===== config.mk =====
export PLATFORM = sky130hd
export DESIGN_NAME = cell_cfg_guard
export DESIGN_NICKNAME = d
export VERILOG_FILES = /design/src/rtl/cfg_guard_pkg.sv /design/src/rtl/cfg_guard_ctrl.sv /design/src/rtl/cfg_guard_dp.sv /design/src/rtl/cell_cfg_guard.sv
export SDC_FILE = /design/constraint.sdc
export NUM_CORES = 1
export LEC_CHECK = 0
export BUFFER_PORTS_ARGS = -buffer_cell sky130_fd_sc_hd__buf_2
export CAP_MARGIN = 0
export CORE_MARGIN = 4
export CORE_UTILIZATION = 44
export DETAILED_ROUTE_END_ITERATION = 8
export GPL_ROUTABILITY_DRIVEN = 0
export GPL_TIMING_DRIVEN = 0
export MAX_ROUTING_LAYER = met4
export PLACE_DENSITY = 0.83
export SKIP_CTS_REPAIR_TIMING = 1
export SYNTH_ARGS = -nofsm -noshare
export SYNTH_HDL_FRONTEND = slang
export SYNTH_SLANG_ARGS = --single-unit

===== constraint.sdc =====
create_clock -name clk -period 4.3 [get_ports clk]
set_clock_uncertainty 0.1 [all_clocks]
set_input_delay 0.215 -clock clk [delete_from_list [all_inputs] [get_ports clk]]
set_output_delay 0.215 -clock clk [all_outputs]
set_load 0.005 [all_outputs]

===== src/rtl/cfg_guard_pkg.sv =====
package cfg_guard_pkg;

  typedef enum logic {
    MODE_STANDBY = 1'b0,
    MODE_MEASURE = 1'b1
  } op_mode_e;

  typedef struct packed {
    logic load;
    logic clear;
  } cfg_strobe_t;

endpackage


===== src/rtl/cfg_guard_ctrl.sv =====
module cfg_guard_ctrl
  import cfg_guard_pkg::*;
#(
  parameter int TIMEOUT_CYCLES = 1500
) (
  input  logic        clk,
  input  logic        rstN,
  input  logic        wrEn,
  input  logic        cmdValid,
  output cfg_strobe_t strobe,
  output logic        wdtN
);

  localparam int CNT_W = (TIMEOUT_CYCLES > 2) ? $clog2(TIMEOUT_CYCLES) : 1;
  localparam logic [CNT_W-1:0] LAST = CNT_W'(TIMEOUT_CYCLES - 1);

  logic [CNT_W-1:0] idleCnt;
  logic             expiredQ;
  logic             atLimit;

  assign atLimit = (idleCnt == LAST);

  always_ff @(posedge clk or negedge rstN) begin
    if (!rstN) begin
      idleCnt  <= '0;
      expiredQ <= 1'b0;
    end else if (cmdValid) begin
      idleCnt  <= '0;
      expiredQ <= 1'b0;
    end else begin
      if (!atLimit) idleCnt <= idleCnt + 1'b1;
      else          expiredQ <= 1'b1;
    end
  end

  // The counter saturates at LAST, so the clear persists for as long as the timeout lasts.
  always_comb begin
    strobe.clear = !cmdValid && atLimit;
    strobe.load  = wrEn;
  end

  assign wdtN = !expiredQ;

  p_cnt_bound_r1: assert property (@(posedge clk) disable iff (!rstN)
    idleCnt <= LAST);

  p_expire_edge_r1: assert property (@(posedge clk) disable iff (!rstN)
    (atLimit && !cmdValid) |=> !wdtN);

  p_kick_release_r2: assert property (@(posedge clk) disable iff (!rstN)
    cmdValid |=> (wdtN && idleCnt == '0));

endmodule


===== src/rtl/cfg_guard_dp.sv =====
module cfg_guard_dp
  import cfg_guard_pkg::*;
#(
  parameter int NUM_CELLS = 12
) (
  input  logic                 clk,
  input  logic                 rstN,
  input  cfg_strobe_t          strobe,
  input  logic [NUM_CELLS+2:0] wrData,
  input  logic [1:0]           gpioPin,
  output logic [NUM_CELLS-1:0] dischargeEn,
  output logic [1:0]           gpioPullDown,
  output logic [NUM_CELLS+2:0] cfgRead,
  output logic                 measureMode
);

  localparam int CFG_W   = NUM_CELLS + 3;
  localparam int GPIO_LO = NUM_CELLS;
  localparam int MODE_B  = NUM_CELLS + 2;
  localparam logic [CFG_W-1:0] CFG_DEFAULT =
    {MODE_STANDBY, 2'b11, {NUM_CELLS{1'b0}}};

  logic [CFG_W-1:0] cfgQ;
  op_mode_e         modeNow;

  always_ff @(posedge clk or negedge rstN) begin
    if (!rstN)             cfgQ <= CFG_DEFAULT;
    else if (strobe.clear) cfgQ <= CFG_DEFAULT;
    else if (strobe.load)  cfgQ <= wrData;
  end

  assign modeNow = op_mode_e'(cfgQ[MODE_B]);

  genvar g;
  generate
    for (g = 0; g < 2; g++) begin : g_pin
      assign gpioPullDown[g]      = !cfgQ[GPIO_LO+g];
      assign cfgRead[GPIO_LO+g]   = gpioPin[g];
    end
  endgenerate

  assign dischargeEn              = cfgQ[NUM_CELLS-1:0];
  assign measureMode              = (modeNow == MODE_MEASURE);
  assign cfgRead[NUM_CELLS-1:0]   = cfgQ[NUM_CELLS-1:0];
  assign cfgRead[MODE_B]          = cfgQ[MODE_B];

  p_load_r5: assert property (@(posedge clk) disable iff (!rstN)
    (strobe.load && !strobe.clear) |=> (cfgQ == $past(wrData)));

  p_clear_wins_r4: assert property (@(posedge clk) disable iff (!rstN)
    strobe.clear |=> (cfgQ == CFG_DEFAULT));

endmodule


===== src/rtl/cell_cfg_guard.sv =====
module cell_cfg_guard
  import cfg_guard_pkg::*;
#(
  parameter int NUM_CELLS      = 12,
  parameter int TIMEOUT_CYCLES = 1500
) (
  input  logic                 clk,
  input  logic                 rstN,
  input  logic                 wrEn,
  input  logic [NUM_CELLS+2:0] wrData,
  input  logic                 cmdValid,
  input  logic [1:0]           gpioPin,
  output logic [NUM_CELLS-1:0] dischargeEn,
  output logic [1:0]           gpioPullDown,
  output logic [NUM_CELLS+2:0] cfgRead,
  output logic                 wdtN,
  output logic                 measureMode
);

  cfg_strobe_t strobe;

  cfg_guard_ctrl #(.TIMEOUT_CYCLES(TIMEOUT_CYCLES)) i_ctrl (
    .clk      (clk),
    .rstN     (rstN),
    .wrEn     (wrEn),
    .cmdValid (cmdValid),
    .strobe   (strobe),
    .wdtN     (wdtN)
  );

  cfg_guard_dp #(.NUM_CELLS(NUM_CELLS)) i_dp (
    .clk          (clk),
    .rstN         (rstN),
    .strobe       (strobe),
    .wrData       (wrData),
    .gpioPin      (gpioPin),
    .dischargeEn  (dischargeEn),
    .gpioPullDown (gpioPullDown),
    .cfgRead      (cfgRead),
    .measureMode  (measureMode)
  );

  p_safe_while_wdt_r3: assert property (@(posedge clk) disable iff (!rstN)
    !wdtN |-> (dischargeEn == '0 && gpioPullDown == 2'b00 && !measureMode));

  p_discharge_hold_r9: assert property (@(posedge clk) disable iff (!rstN)
    !wrEn |=> ($stable(dischargeEn) || (!wdtN && dischargeEn == '0)));

endmodule


# Word level (Yosys, flattened, before mapping)
# Cells that the tools add are included.
# op_classes
reduce_logical	7
addsub	1
muxes	6
eq_ne	2
# op_table
cell	count
$mux 15	2
$mux 11	2
$add 11x1->11 const B	1
$eq 11x11->1 const B	1
$logic_not 1->1	4
$reduce_bool 2->1	2
$mux 1	2
$ne 2x2->1 const B	1
$logic_and 1x1->1	1
# word_totals
output_inout_bits	31
word_cells	19
register_bits	27

# Longest topological paths before layout
# logic_depth
word_depth	3
mapped_depth	5
mapped_depth_nobuf	4

# By module
# From an unflattened synthesis, not the netlist that was laid out.
# hier_totals
hier_cells	144
hier_area_um2	1481.4
# by_module_without_submodules
module	cells_each	n_inst	seq_area_each_um2	area_each_um2
cfg_guard_dp	78	1	377.9	829.5
cfg_guard_ctrl	66	1	300.3	651.9

# Worst setup path before layout
# Ideal clock, no wire load.
# synth_path
path_type	register -> register
from	register i_ctrl.idleCnt[0]
to	register i_ctrl.idleCnt[0]
setup_slack_ns	2.541
t_arrival_ns	1.534
required_ns	4.075
period_less_slack_ns	1.759
stages_incl_launch_ff	5
path_cell_list	dfrtp_1 -> ha_1 -> nand4_2 -> nor4_4 -> mux2_4
# synth_via
elab_chain_len	3
word_cells_on_any_way	5
cone_classes	1 x add/sub; 2 x eq/ne; 2 x mux
# synth_rtl
element	line_no	rtl
from (decl)	cfg_guard_ctrl.sv:17	logic [CNT_W-1:0] idleCnt;
from (signal assigned)	cfg_guard_ctrl.sv:31	if (!atLimit) idleCnt <= idleCnt + 1'b1;
$add 11x1->11	cfg_guard_ctrl.sv:31	
$mux 11	cfg_guard_ctrl.sv:31	
$mux 11	cfg_guard_ctrl.sv:27	end else if (cmdValid) begin
# Parallel ways exist; a longest one is shown, timed or not. The select of a mux whose other input is x is not followed.
# A chain may end at the register's enable or synchronous reset.

# Worst setup path in the final report
# Same ends and word-level chain as after synthesis.

==> results.cfg <==
[power]
total_power_w = 0.000503
clock_power_share = 0.218
p_int_w = 0.000375
peakVddDrop_mv = 0.137
p_per_area_mw_per_mm2 = 280
leakagePower_nw = 0.876
p_sw_frac = 0.254
pwr-share-comb = 0.218
power_switching_w = 0.000128
power.share.sequential = 0.564

[detailed_routing]
wl_mm = 2.82
final_antenna_net_count = 0
drt_iter0_markers = 27
viasPerCell = 4.71
dr.pass1.iters = 4
post_drt_wl_per_cell_um = 11.9
dr_total_vias = 1116
drc = 0

[run_status]
outcome = complete, no violations

[final_layout]
final_net_count = 216
fillers = 276
multiInputGateArea_um2 = 528
seq_area_um2 = 678
syn_to_final_growth_pct = 22.6
post-route-util = 0.575
stdcell_area_mm2 = 0.00180
diodes = 0
drive_above_1_share = 0.456

[die]
floorplan.initialDensity = 0.469
die_width_um = 65.7
rows = 20
core-area_mm2 = 0.00313
io_pins = 52
dieArea_mm2 = 0.00432
die_h_um = 65.7

[grt]
grt_use_total = 0.136
grt_pass1_wl_mm = 4.53
grt_overflow_total = 0
grt_max_degree = 28
grt_pass1_vias = 1040
antenna_found_initial = 0

[min_path]
hp-class = input pin to register
holdCritStartpoint = wrData[13]

[logic_synthesis]
synthCells = 140
synth_cell_types = 31
syn_nets = 162
synth_ff_type = dfrtp_1
synthArstFlopShare = 1.00
netlist_top_cells_area = dfrtp_1, buf_4, mux2i_1
syn_avg_cell_area_um2 = 10.5
ys_ff_latch = 27
synth_area_mm2 = 0.00147
yosys_warnings = 0
synthTopCellsByCount = buf_4, dfrtp_1, a21oi_1
synth_top_area_cell = dfrtp_1
yosysMostFrequentCell = buf_4
synth_top_area_frac = 0.427
synth_seq_area_share = 0.462
synth-edff-count = 0

[cts]
cts_buffer_depth = 2
path_clk_slew_ns = 0.14
cts_made_buffers = 3
cts_tree = done
htree_num_levels = 1
root_buffer = clkbuf_4
cts.sinks = 27
clkLatencyLatePin_ns = 0.33

[critical_path]
path_cells = ha_1 > nand4_2 > nor4_4 > mux2_4
reg2reg_from = i_ctrl.idleCnt[0]
crit_arrival_ns = 2.11
path_max_fanout = 10
crit_path_start_kind = register
critPathCaptureType = register
slowest_stage = nor4_4
slowest_delay_ns = 0.58
crit_required_ns = 4.43
crit_type = register to register
critPathLaunch = i_ctrl.idleCnt[0]

[timing]
period_needed_ns = 1.97
worst_slew_pin_slew_ns = 0.628
post-route-period-util = 0.459
slew_violations = 0
slew_headroom = 0.578
hold_violations = 0
setup_tns_ns = 0
final-setup-viol-count = 0
holdWs_ns = 0.0152
rsz0062_at_grt = false
fmax_mhz = 507

[placed_design]
placed_cell_area_mm2 = 0.00176
portBuffers = 48
place_hpwl_mm = 2.10

[job]
max_cap_violations = 0
## cells by family (layout without fill, tap and decap cells)
group | after synthesis | count (layout) | share of synthesized area
and+or+nand+nor | 26 | 26 | 0.117
AOI/OAI and AO/OA | 29 | 29 | 0.117
adders and majority gates | 1 | 1 | 0.00853
muxes | 15 | 15 | 0.106
xor gates and xnor gates | 2 | 2 | 0.0119
buffers and inverters | 40 | 93 | 0.177
DFF | 27 | 27 | 0.462
## worst max-delay path, delay by kind of cell (launching register included)
kind | cells | cell delay, ns
and+or+nand+nor | 2 | 0.74
DFF | 1 | 0.44
muxes | 1 | 0.35
adders and majority gates | 1 | 0.26
## sequential cells by signal, summed over array words and instances (netlist names)
register / cells
i_ctrl.idleCnt: 11
i_ctrl.expiredQ: 1
i_dp.cfgQ: 15
## cell usage in the layout, fill, tap and decap left out, types with 2 or more instances in the layout
master,count
buf_2,49
o21ai_0,2
dfstp_2,2
nand4_1,3
buf_4,27
a221o_2,2
nand2_1,4
a21oi_1,19
mux2i_1,14
dfrtp_1,25
nor2_1,5
nand3_1,2
o31ai_1,4
clkbuf_1,4
inv_1,7
clkbuf_4,3
xnor2_1,2
or4_1,4
## cell type report
type,instances,share of cell area
Tap cell,44,0.0306
Clock buffer,4,0.0146
Multi-Input combinational cell,73,0.294
Sequential cell,27,0.377
Buffer,32,0.128
Inverter,8,0.0167
Timing Repair Buffer,49,0.139
## final timing paths
check | endpoint | slack [ns] | cells after the start
setup / recovery | i_ctrl.idleCnt[0] | 2.33 | 4
setup reg to reg | i_ctrl.idleCnt[0] | 2.33 | 4
max in group asynchronous | i_dp.cfgQ[12] | 3.42 | 2
min in group asynchronous | i_ctrl.expiredQ | 0.29 | 2
hold reg to reg | i_ctrl.expiredQ | 0.41 | 1
hold / removal | i_dp.cfgQ[13] | 0.02 | 2
## metrics by stage
step / setup WS, ns / instances
after floorplan: 2.54 / 140
after global placement: 2.34 / 232
after detailed placement: 2.33 / 232
after CTS: 2.30 / 236
after global routing: 2.18 / 237
final: 2.33 / 237
## power by group through the flow
stage	clock, W	sequential (W)	combinational [W]
2_1_floorplan	0	0.000286	0.0000675
3_3_place_gp	0	0.000288	0.000109
3_5_place_dp	0	0.000289	0.000111
4_1_cts	0.000112	0.000284	0.000111
5_1_grt	0.000120	0.000287	0.000122
6_report	0.000110	0.000284	0.000110
## layer usage
| metal | share of wire | vias to the layer above | global-route usage |
|---|---|---|---|
| met5 | 0 | - | - |
| met4 | 0.013 | 0 | 0.0466 |
| met2 | 0.46 | 32 | 0.217 |
| met1 | 0.45 | 506 | 0.171 |
| met3 | 0.072 | 5 | 0.0291 |
| li1 | - | 573 | - |
Note: power is estimated with default switching activity, not from simulation.
